## src/rtl/prog_entry_pkg.sv

```systemverilog
package prog_entry_pkg;

  localparam int unsigned KEY_W = 32;
  localparam logic [KEY_W-1:0] ENTRY_KEY = 32'h4D43_4850;

  typedef enum logic [3:0] {
    ST_IDLE,
    ST_PRE,
    ST_SETUP,
    ST_PULSE,
    ST_KWAIT,
    ST_KEY,
    ST_GAP,
    ST_HOLD,
    ST_READY,
    ST_XLOW,
    ST_XRST
  } seq_state_e;

  function automatic int unsigned umax(input int unsigned a, input int unsigned b);
    return (a > b) ? a : b;
  endfunction

  function automatic int unsigned us2cyc(input int unsigned us, input int unsigned mhz);
    return (us * mhz < 1) ? 1 : us * mhz;
  endfunction

endpackage

```

## src/rtl/prog_entry_rst_sync.sv

```systemverilog
module prog_entry_rst_sync (
  input  logic clk,
  input  logic rst_n,
  output logic rst_n_sync
);

  logic [1:0] sync_q;

  always_ff @(posedge clk or negedge rst_n) begin
    if (!rst_n) sync_q <= 2'b00;
    else        sync_q <= {sync_q[0], 1'b1};
  end

  assign rst_n_sync = sync_q[1];

endmodule

```

## src/rtl/prog_entry_timer.sv

```systemverilog
module prog_entry_timer #(
  parameter int unsigned CNT_W = 16
) (
  input  logic             clk,
  input  logic             rst_n,
  input  logic             load_i,
  input  logic [CNT_W-1:0] load_val_i,
  output logic             zero_o
);

  logic [CNT_W-1:0] cnt_q, cnt_d;
  logic             cnt_en;

  always_comb begin
    cnt_en = load_i || (cnt_q != '0);
    cnt_d  = load_i ? load_val_i : cnt_q - 1'b1;
  end

  always_ff @(posedge clk or negedge rst_n) begin
    if (!rst_n)      cnt_q <= '0;
    else if (cnt_en) cnt_q <= cnt_d;
  end

  assign zero_o = (cnt_q == '0);

  // an unloaded, nonzero count steps down by exactly one
  p_tick_down_r2: assert property (@(posedge clk) disable iff (!rst_n)
    (!load_i && cnt_q != '0) |=> (cnt_q == $past(cnt_q) - 1'b1));

endmodule

```

## src/rtl/prog_entry_keyshift.sv

```systemverilog
module prog_entry_keyshift #(
  parameter int unsigned          KEY_W    = 32,
  parameter logic [KEY_W-1:0]     KEY      = '0,
  parameter int unsigned          HALF_CYC = 2
) (
  input  logic clk,
  input  logic rst_n,
  input  logic load_i,
  input  logic en_i,
  output logic sdo_o,
  output logic sck_o,
  output logic done_o
);

  localparam int unsigned HW = (HALF_CYC > 1) ? $clog2(HALF_CYC) : 1;
  localparam int unsigned BW = $clog2(KEY_W + 1);

  logic [KEY_W-1:0] sh_q, sh_d;
  logic [HW-1:0]    half_q, half_d;
  logic [BW-1:0]    bits_q, bits_d;
  logic             sck_q, sck_d;
  logic             upd;

  always_comb begin
    sh_d   = sh_q;
    half_d = half_q;
    bits_d = bits_q;
    sck_d  = sck_q;
    upd    = load_i || en_i;
    if (load_i) begin
      sh_d   = KEY;
      half_d = HW'(HALF_CYC - 1);
      bits_d = BW'(KEY_W);
      sck_d  = 1'b0;
    end else if (en_i) begin
      if (half_q != '0) begin
        half_d = half_q - 1'b1;
      end else begin
        half_d = HW'(HALF_CYC - 1);
        if (!sck_q) begin
          sck_d = 1'b1;
        end else begin
          sck_d  = 1'b0;
          sh_d   = {sh_q[KEY_W-2:0], 1'b0};
          bits_d = bits_q - 1'b1;
        end
      end
    end
  end

  always_ff @(posedge clk or negedge rst_n) begin
    if (!rst_n) begin
      sh_q   <= '0;
      half_q <= '0;
      bits_q <= '0;
      sck_q  <= 1'b0;
    end else if (upd) begin
      sh_q   <= sh_d;
      half_q <= half_d;
      bits_q <= bits_d;
      sck_q  <= sck_d;
    end
  end

  assign sdo_o  = sh_q[KEY_W-1];
  assign sck_o  = sck_q;
  assign done_o = en_i && sck_q && (half_q == '0) && (bits_q == BW'(1));

  // the data bit does not change on the cycle the clock rises
  p_dat_stable_r4: assert property (@(posedge clk) disable iff (!rst_n)
    $rose(sck_q) |-> $stable(sh_q[KEY_W-1]));

endmodule

```

## src/rtl/prog_entry_seq.sv

```systemverilog
module prog_entry_seq #(
  parameter int unsigned CLK_FREQ_MHZ = 200,
  parameter int unsigned T_SETUP_US   = 1,
  parameter int unsigned T_PULSE_US   = 1,
  parameter int unsigned T_KEYWAIT_US = 4000,
  parameter int unsigned T_KEYGAP_US  = 1,
  parameter int unsigned T_HOLD_US    = 400,
  parameter int unsigned T_EXGAP_US   = 1,
  parameter int unsigned T_EXHOLD_US  = 3,
  parameter int unsigned SCK_HALF_CYC = 20
) (
  input  logic clk,
  input  logic rst_n,
  input  logic start_i,
  input  logic stop_i,
  input  logic self_pwr_i,
  output logic tgt_pwr_en_o,
  output logic tgt_rst_o,
  output logic tgt_dat_o,
  output logic tgt_dat_oe_o,
  output logic tgt_sck_o,
  output logic tgt_sck_oe_o,
  output logic busy_o,
  output logic ready_o
);

  import prog_entry_pkg::*;

  localparam int unsigned C_SETUP  = us2cyc(T_SETUP_US,   CLK_FREQ_MHZ);
  localparam int unsigned C_PULSE  = us2cyc(T_PULSE_US,   CLK_FREQ_MHZ);
  localparam int unsigned C_KWAIT  = us2cyc(T_KEYWAIT_US, CLK_FREQ_MHZ);
  localparam int unsigned C_GAP    = us2cyc(T_KEYGAP_US,  CLK_FREQ_MHZ);
  localparam int unsigned C_HOLD   = us2cyc(T_HOLD_US,    CLK_FREQ_MHZ);
  localparam int unsigned C_XGAP   = us2cyc(T_EXGAP_US,   CLK_FREQ_MHZ);
  localparam int unsigned C_XHOLD  = us2cyc(T_EXHOLD_US,  CLK_FREQ_MHZ);
  localparam int unsigned C_MAX    = umax(umax(umax(C_SETUP, C_PULSE), umax(C_KWAIT, C_GAP)),
                                          umax(umax(C_HOLD, C_XGAP), C_XHOLD));
  localparam int unsigned CNT_W    = $clog2(C_MAX + 1);
  localparam int unsigned HALF_CYC = (SCK_HALF_CYC < 1) ? 1 : SCK_HALF_CYC;

  logic             rst_n_s;
  seq_state_e       st_q, st_d;
  logic             self_q, self_d;
  logic             pwr_q, pwr_d;
  logic             tmr_ld, tmr_zero;
  logic [CNT_W-1:0] tmr_val;
  logic             key_ld, key_en, key_sdo, key_sck, key_done;

  prog_entry_rst_sync u_rst_sync (
    .clk        (clk),
    .rst_n      (rst_n),
    .rst_n_sync (rst_n_s)
  );

  prog_entry_timer #(.CNT_W(CNT_W)) u_timer (
    .clk        (clk),
    .rst_n      (rst_n_s),
    .load_i     (tmr_ld),
    .load_val_i (tmr_val),
    .zero_o     (tmr_zero)
  );

  prog_entry_keyshift #(
    .KEY_W    (KEY_W),
    .KEY      (ENTRY_KEY),
    .HALF_CYC (HALF_CYC)
  ) u_key (
    .clk    (clk),
    .rst_n  (rst_n_s),
    .load_i (key_ld),
    .en_i   (key_en),
    .sdo_o  (key_sdo),
    .sck_o  (key_sck),
    .done_o (key_done)
  );

  assign key_en = (st_q == ST_KEY);

  // next-state logic
  always_comb begin
    st_d    = st_q;
    self_d  = self_q;
    pwr_d   = pwr_q;
    tmr_ld  = 1'b0;
    tmr_val = '0;
    key_ld  = 1'b0;
    unique case (st_q)
      ST_IDLE: if (start_i) begin
        st_d   = ST_PRE;
        self_d = self_pwr_i;
        tmr_ld = 1'b1;
      end
      ST_PRE: if (tmr_zero) begin
        st_d    = ST_SETUP;
        pwr_d   = !self_q;
        tmr_ld  = 1'b1;
        tmr_val = CNT_W'(C_SETUP - 1);
      end
      ST_SETUP: if (tmr_zero) begin
        st_d    = ST_PULSE;
        tmr_ld  = 1'b1;
        tmr_val = CNT_W'(C_PULSE - 1);
      end
      ST_PULSE: if (tmr_zero) begin
        st_d    = ST_KWAIT;
        tmr_ld  = 1'b1;
        tmr_val = CNT_W'(C_KWAIT - 1);
      end
      ST_KWAIT: if (tmr_zero) begin
        st_d   = ST_KEY;
        key_ld = 1'b1;
      end
      ST_KEY: if (key_done) begin
        st_d    = ST_GAP;
        tmr_ld  = 1'b1;
        tmr_val = CNT_W'(C_GAP - 1);
      end
      ST_GAP: if (tmr_zero) begin
        st_d    = ST_HOLD;
        tmr_ld  = 1'b1;
        tmr_val = CNT_W'(C_HOLD - 1);
      end
      ST_HOLD: if (tmr_zero) st_d = ST_READY;
      ST_READY: if (stop_i) begin
        st_d    = ST_XLOW;
        tmr_ld  = 1'b1;
        tmr_val = CNT_W'(C_XGAP - 1);
      end
      ST_XLOW: if (tmr_zero) begin
        st_d    = ST_XRST;
        tmr_ld  = 1'b1;
        tmr_val = CNT_W'(C_XHOLD - 1);
      end
      ST_XRST: if (tmr_zero) begin
        st_d  = ST_IDLE;
        pwr_d = 1'b0;
      end
      default: st_d = ST_IDLE;
    endcase
  end

  // state registers
  always_ff @(posedge clk or negedge rst_n_s) begin
    if (!rst_n_s) begin
      st_q   <= ST_IDLE;
      self_q <= 1'b0;
      pwr_q  <= 1'b0;
    end else begin
      st_q   <= st_d;
      self_q <= self_d;
      pwr_q  <= pwr_d;
    end
  end

  // pin decode
  always_comb begin
    tgt_pwr_en_o = pwr_q;
    tgt_dat_oe_o = (st_q != ST_IDLE);
    tgt_sck_oe_o = (st_q != ST_IDLE);
    tgt_dat_o    = (st_q == ST_KEY) && key_sdo;
    tgt_sck_o    = (st_q == ST_KEY) && key_sck;
    tgt_rst_o    = (st_q == ST_IDLE) || (st_q == ST_PULSE) || (st_q == ST_HOLD) ||
                   (st_q == ST_READY) || (st_q == ST_XLOW);
    busy_o       = (st_q != ST_IDLE) && (st_q != ST_READY);
    ready_o      = (st_q == ST_READY);
  end

  // the key clock only runs while the target is held in reset
  p_sck_in_reset_r3: assert property (@(posedge clk) disable iff (!rst_n_s)
    tgt_sck_o |-> !tgt_rst_o);

  // ready is entered straight out of a cycle with reset released
  p_ready_after_hold_r5: assert property (@(posedge clk) disable iff (!rst_n_s)
    $rose(ready_o) |-> $past(tgt_rst_o) && tgt_rst_o && tgt_dat_oe_o && !tgt_sck_o);

  // the pins are released only after a cycle with reset low
  p_release_after_reset_r7: assert property (@(posedge clk) disable iff (!rst_n_s)
    $fell(tgt_dat_oe_o) |-> $past(!tgt_rst_o) && !tgt_pwr_en_o);

  // a self-powered session never enables target power
  p_self_no_power_r8: assert property (@(posedge clk) disable iff (!rst_n_s)
    (self_q && st_q != ST_IDLE) |-> !tgt_pwr_en_o);

endmodule

```

## config.mk

```make
export PLATFORM = sky130hd
export DESIGN_NAME = prog_entry_seq
export DESIGN_NICKNAME = d
export VERILOG_FILES = /design/src/rtl/prog_entry_pkg.sv /design/src/rtl/prog_entry_rst_sync.sv /design/src/rtl/prog_entry_timer.sv /design/src/rtl/prog_entry_keyshift.sv /design/src/rtl/prog_entry_seq.sv
export SDC_FILE = /design/constraint.sdc
export NUM_CORES = 1
export LEC_CHECK = 0
export BUFFER_PORTS_ARGS = -buffer_cell sky130_fd_sc_hd__buf_2
export CORE_MARGIN = 1
export CORE_UTILIZATION = 35
export CTS_CLUSTER_DIAMETER = 40
export DETAILED_ROUTE_END_ITERATION = 7
export PLACE_DENSITY = 0.51
export SKIP_LAST_GASP = 1
export SLEW_MARGIN = 25
export SYNTH_ARGS = -nofsm -noshare
export SYNTH_HDL_FRONTEND = slang
export SYNTH_SLANG_ARGS = --single-unit
```

## constraint.sdc

```tcl
create_clock -name clk -period 2.1 [get_ports clk]
set_input_delay 0.42 -clock clk [delete_from_list [all_inputs] [get_ports clk]]
set_output_delay 0.42 -clock clk [all_outputs]
set_load 0.01 [all_outputs]
```

; ---- Word level (Yosys, flattened, before mapping)
; Index checks and enable logic that the tools add are counted.
; Widths: inputs -> output; s select.
[op_classes]
n_addsub = 3
multipliers = 0
n_div = 0
order_cmp = 0
eq_ne = 24
n_shift = 0
n_mux = 44
n_bitwise = 0
reduce_logical = 29
[ops]
columns = cell, count
row1 = $mux 32, 4
row2 = $pmux 20 s6, 1
row3 = $mux 4, 11
row4 = $pmux 4 s11, 1
row5 = $mux 20, 2
row6 = $mux 6, 4
row7 = $mux 8, 3
row8 = $ne 2x2->1 const B, 11
row9 = $logic_not 20->1, 1
row10 = $reduce_bool 20->1, 1
row11 = $sub 20x1->20 const B, 1
row12 = $mux 17, 1
row13 = $eq 4x3->1 const B, 4
row14 = $mux 5, 3
row15 = $eq 4x4->1 const B, 3
row16 = $mux 1, 11
row17 = $reduce_and 11->1, 1
row18 = $mux 10, 1
row19 = $eq 4x2->1 const B, 2
row20 = $eq 6x1->1 const B, 1
row21 = $logic_or 1x1->1, 6
row22 = $reduce_and 3->1, 2
row23 = $reduce_bool 2->1, 3
row24 = $sub 6x1->6 const B, 1
row25 = other kinds (16), 21
[word_totals]
ff_bits = 72
latch_bits = 0
ram_bits = 0
rom_bits = 0
word_cells = 109
n_memories = 0

; ---- Depth between registers and ports, before layout
[logic_depth]
depth_word = 7
ltp_mapped = 9
mapped_depth_nobuf = 7

; ---- Modules after synthesis
; From an unflattened synthesis, not the netlist that was laid out.
[unflattened]
cells_unflattened = 419
area_unflattened_um2 = 3867.5
[modules_own_cells]
columns = mod, instances, cells_each, area_each_um2, seq_area_each_um2
row1 = prog_entry_keyshift, 1, 189, 1856.8, 1001.0
row2 = prog_entry_timer, 1, 144, 1300.0, 500.5
row3 = prog_entry_seq, 1, 83, 656.9, 150.1
row4 = prog_entry_rst_sync, 1, 3, 53.8, 50.0

; ---- Worst setup path before layout
; No wires, ideal clock.
[synth_timing]
path_type = reg-to-reg
startpoint = register u_timer.cnt_q[7]
endpoint = register u_key.sh_q[10]
setup_ps = 119
arrival_ps = 2171
required_ps = 1981
setup_slack_ps = -190
path_stages_with_launch = 9
path_buffers = 3
period_less_slack_ps = 2290
cell_sequence = dfrtp_1 > or4_4 > or3_1 > buf_6 > nor3_4 > and3_1 > buf_6 > buf_8 > nor2_1
[synth_via]
elab_chain_len = 5
[synth_lines]
columns = item, line_no
row1 = "start, declared", prog_entry_timer.sv:11  ; logic [CNT_W-1:0] cnt_q, cnt_d;
row2 = "start signal, assigned", prog_entry_timer.sv:21  ; else if (cnt_en) cnt_q <= cnt_d;
row3 = $logic_not 20->1 (*), prog_entry_timer.sv:24  ; assign zero_o = (cnt_q == '0);
row4 = $mux 1 (*), prog_entry_seq.sv:109  ; ST_KWAIT: if (tmr_zero) begin
row5 = $mux 1 (*), prog_entry_seq.sv:87  ; unique case (st_q)
row6 = $ne 2x1->1 (no line) (tied with other cells), n/a
row7 = $reduce_and 4->1 (no line), n/a
row8 = "end signal, assigned", prog_entry_keyshift.sv:53  ; sh_q <= '0;
row9 = "end signal, assigned", prog_entry_keyshift.sv:58  ; sh_q <= sh_d;
row10 = "end, declared", prog_entry_keyshift.sv:18  ; logic [KEY_W-1:0] sh_q, sh_d;
; Mark *: on every way between the ends. The rest lies on a longest branch, timed or not.
; A chain may end at the register's enable or synchronous reset.

; ---- Final worst setup path
[layout_timing]
startpoint = register u_timer.cnt_q[12]
endpoint = register u_key.sh_q[20]
; The elaborated chain is that of the path after synthesis.

==> reports/qor.json <==
{
  "sta": {
    "timing_hold_violations_final": 0,
    "period_needed_ps": 2110,
    "achievable-frequency_mhz": 474,
    "setup_tns_after_final_layout_ps": -29.3,
    "finClkSkew_ps": 13.9,
    "finalSetupViolCount": 7,
    "rsz_0062_raised_after_global_routing": "true",
    "timing.final.crit_share_pct": 100,
    "worst_slack_ps": -9.07,
    "tightestPinTransition_ps": 664,
    "relSlewSlack_pct": 55.7,
    "worst_hold_slack_ps": 295,
    "report.final.slew_viol_count": 0
  },
  "power": {
    "power.leakage_nw": 2.23,
    "power.total_w": 0.00269,
    "ir_worst_vdd_uv": 277,
    "power_density_nw_per_um2": 584
  },
  "final_layout": {
    "nets": 426,
    "area_growth_pct": 29.9,
    "filler_cell_count": 973,
    "layout-drive-gt1-share_pct": 30.2,
    "antenna_cells": 0
  },
  "drt": {
    "via_density_per_instance": 5.16,
    "routed_wl_mm": 8.55,
    "drt_first_pass_iters": 5,
    "drc": 0,
    "ant_nets": 0,
    "detailroute.via_count": 2854,
    "detail_route.wl_per_cell_um": 15.5,
    "drt_first_iter_violations": 167
  },
  "clocking": {
    "clock-root-buffer": "clkbuf_8",
    "clock-sinks": 68,
    "cts.clk_slew.worst_paths_ps": 90,
    "clkLatencyLatePin_ps": 350,
    "htree_levels": 3,
    "number_of_clock_buffers_inserted_by_tritoncts": 9,
    "cts_tree": "yes",
    "cts_buffer_depth": 2
  },
  "outcome": {
    "status": "finished, violations left",
    "violations": "setup timing"
  },
  "placed_design": {
    "pre_cts_ws_ps": -77.4,
    "gp_routability_congestion": 0.851,
    "placement.io_buffers": 12,
    "place_hpwl_mm": 5.61
  },
  "setup_path": {
    "crit_path_end_kind": "flop",
    "startpoint": "u_timer.cnt_q[12]",
    "peak_fanout_along_the_critical_path": 6,
    "critical_path_class": "flop to flop",
    "r2r-start": "u_timer.cnt_q[12]",
    "crit_path_end": "u_key.sh_q[20]",
    "cp-start-kind": "flop",
    "ff2ff_path_depth": 6,
    "critical_path_required_ps": 2330,
    "worst_reg_to_reg_setup_slack_ps": -9,
    "crit-reg2reg-capture": "u_key.sh_q[20]",
    "crit_arrival_ps": 2340
  },
  "floorplan": {
    "floorplan.rows": 36,
    "fp.dieArea_um2": 10500,
    "start_util_pct": 36.3,
    "core-area_um2": 9770,
    "die_width_um": 103,
    "io_pins": 13,
    "die_h_um": 103
  },
  "yosys": {
    "yosys_warnings": 0,
    "synth_fp_nets": 368,
    "synth.ff_latch_count": 68,
    "postSynthAreaPerCell_um2": 9.93,
    "synth-main-ff-cell": "dfrtp_1",
    "synth_sequential_area_ratio_pct": 48.0,
    "asyncSetResetFlopFracSynth_pct": 100,
    "synth_cells": 357,
    "number_of_distinct_library_cell_variants_in_the_gate_level_netlist_after_synthesis": 55,
    "synth.cell_area_um2": 3540,
    "synth_enable_flop_cells": 0
  },
  "run": {
    "drv.max_cap_violation_count": 0
  },
  "global_route": {
    "gr-usage-all-layers_pct": 17.1,
    "globalRouteOverflowTotal": 0,
    "antenna_found_initial": 0,
    "grt_pass1_vias": 2689,
    "grt_first_pass_wirelength_mm": 13.6,
    "grt_start_max_net_pins": 41
  },
  "min_path": {
    "min_path_type": "flop to asynchronous set/reset pin"
  }
}
## per-stage QoR
step | cell area [um^2] | std cells | util [%]
after floorplan | 3560 | 357 | -
after CTS | 4370 | 548 | 44.7
final | 4600 | 553 | 47.1
after detailed placement | 4060 | 530 | 41.6
after global routing | 4600 | 553 | 47.1
after global placement | 4060 | 530 | 41.6
## synthesized netlist by cell type (3+ instances only)
| library cell | number | share of area [%] |
|---|---|---|
| a21oi_1 | 6 | 0.85 |
| a31oi_1 | 4 | 0.71 |
| and3_1 | 3 | 0.53 |
| clkbuf_1 | 11 | 1.2 |
| dfrtp_1 | 68 | 48 |
| ha_1 | 6 | 2.1 |
| inv_1 | 10 | 1.1 |
| mux2i_1 | 29 | 8.2 |
| nand2_1 | 29 | 3.1 |
| nand3_1 | 11 | 1.6 |
| nand4_1 | 6 | 1.1 |
| nor2_1 | 45 | 4.8 |
| nor2b_1 | 3 | 0.53 |
| nor3_1 | 16 | 2.3 |
| nor4_1 | 6 | 1.1 |
| o211ai_1 | 3 | 0.64 |
| o21a_1 | 3 | 0.64 |
| o21ai_0 | 20 | 2.8 |
| o22ai_1 | 3 | 0.53 |
| o31ai_1 | 4 | 0.85 |
| or3_1 | 3 | 0.53 |
| or4_1 | 3 | 0.64 |
| xnor2_1 | 16 | 4.0 |
| xor2_1 | 7 | 1.7 |
## cells in the final DEF (no fill, tap or decap), types with 7 or more instances in the layout
master / count
nor2_4: 12
nand2_1: 27
clkbuf_8: 9
nor2_1: 31
nor3_1: 14
buf_2: 12
inv_1: 9
xor2_1: 7
nand3_1: 10
mux2i_1: 29
buf_4: 45
o21ai_0: 16
dfrtp_1: 67
xnor2_1: 15
## where the power goes
group / switching, W / internal (W) / total, W
sequential: 0.0000112 / 0.00131 / 0.00132
clock: 0.000542 / 0.000797 / 0.00134
combinational: 0.0000185 / 0.00000915 / 0.0000277
## layer usage
layer	share of wire (%)	wire (um)	GRT usage [%]	up-vias
li1	-	-	-	1382
met1	48	4080	24.8	1408
met2	48	4070	25.2	53
met3	3.3	280	3.46	11
met4	1.4	119	6.37	0
met5	0	0	0	-
## kinds of logic after synthesis
kind of cell	share of synthesized area (%)
and+or+nand+nor	20.8
DFF	48.0
AOI/OAI and AO/OA	10.1
muxes	8.82
buffers and inverters	4.41
xor gates and xnor gates	5.68
adders and majority gates	2.12
other	0.106
## how the worst min path moves through the flow
stage	startpoint	endpoint	cells after the start
after CTS	self_pwr_i	self_q	2
after global routing	self_pwr_i	self_q	2
final	u_rst_sync.sync_q[1]	u_timer.cnt_q[4]	0
after detailed placement	rst_n	u_rst_sync.sync_q[0]	1
after global placement	rst_n	u_rst_sync.sync_q[0]	1
after floorplan	rst_n	u_rst_sync.sync_q[0]	0
## repair_timing
item / CTS / global route
hold endpoints to repair: 2 / 0
pin swaps: 0 / 16
setup endpoints to repair: 48 / 70
hold buffers: 1 / 0
setup buffers: 1 / 4
resized for setup: 11 / 42
cloned: 0 / 2
## critical path: stages (launching register included)
cell       delay, ps
dfrtp_1          390
or3_4            390
or4_4            460
nor3_4           250
and3_4           280
clkbuf_16        190
nor2_4            30
## layout make-up
cell class / count / area (um^2) / share of cell area [%]
clock buffer: 9 / 124 / 2.69
clock inverter: 7 / 124 / 2.69
inverter: 10 / 41.3 / 0.897
multi-input combinational: 259 / 1880 / 40.9
sequential: 68 / 1700 / 37.0
tap: 133 / 166 / 3.61
timing repair buffer: 67 / 563 / 12.2
## state kept, by name, summed over array words and instances, names as in the netlist
name / flops
tgt_pwr_en_o: 1
u_key.bits_q: 6
u_key.sh_q: 28
u_timer.cnt_q: 20
self_q: 1
u_rst_sync.sync_q: 2
u_key.half_q: 5
st_q: 4
u_key.sck_o: 1
Note: power is estimated with default switching activity, not from simulation.
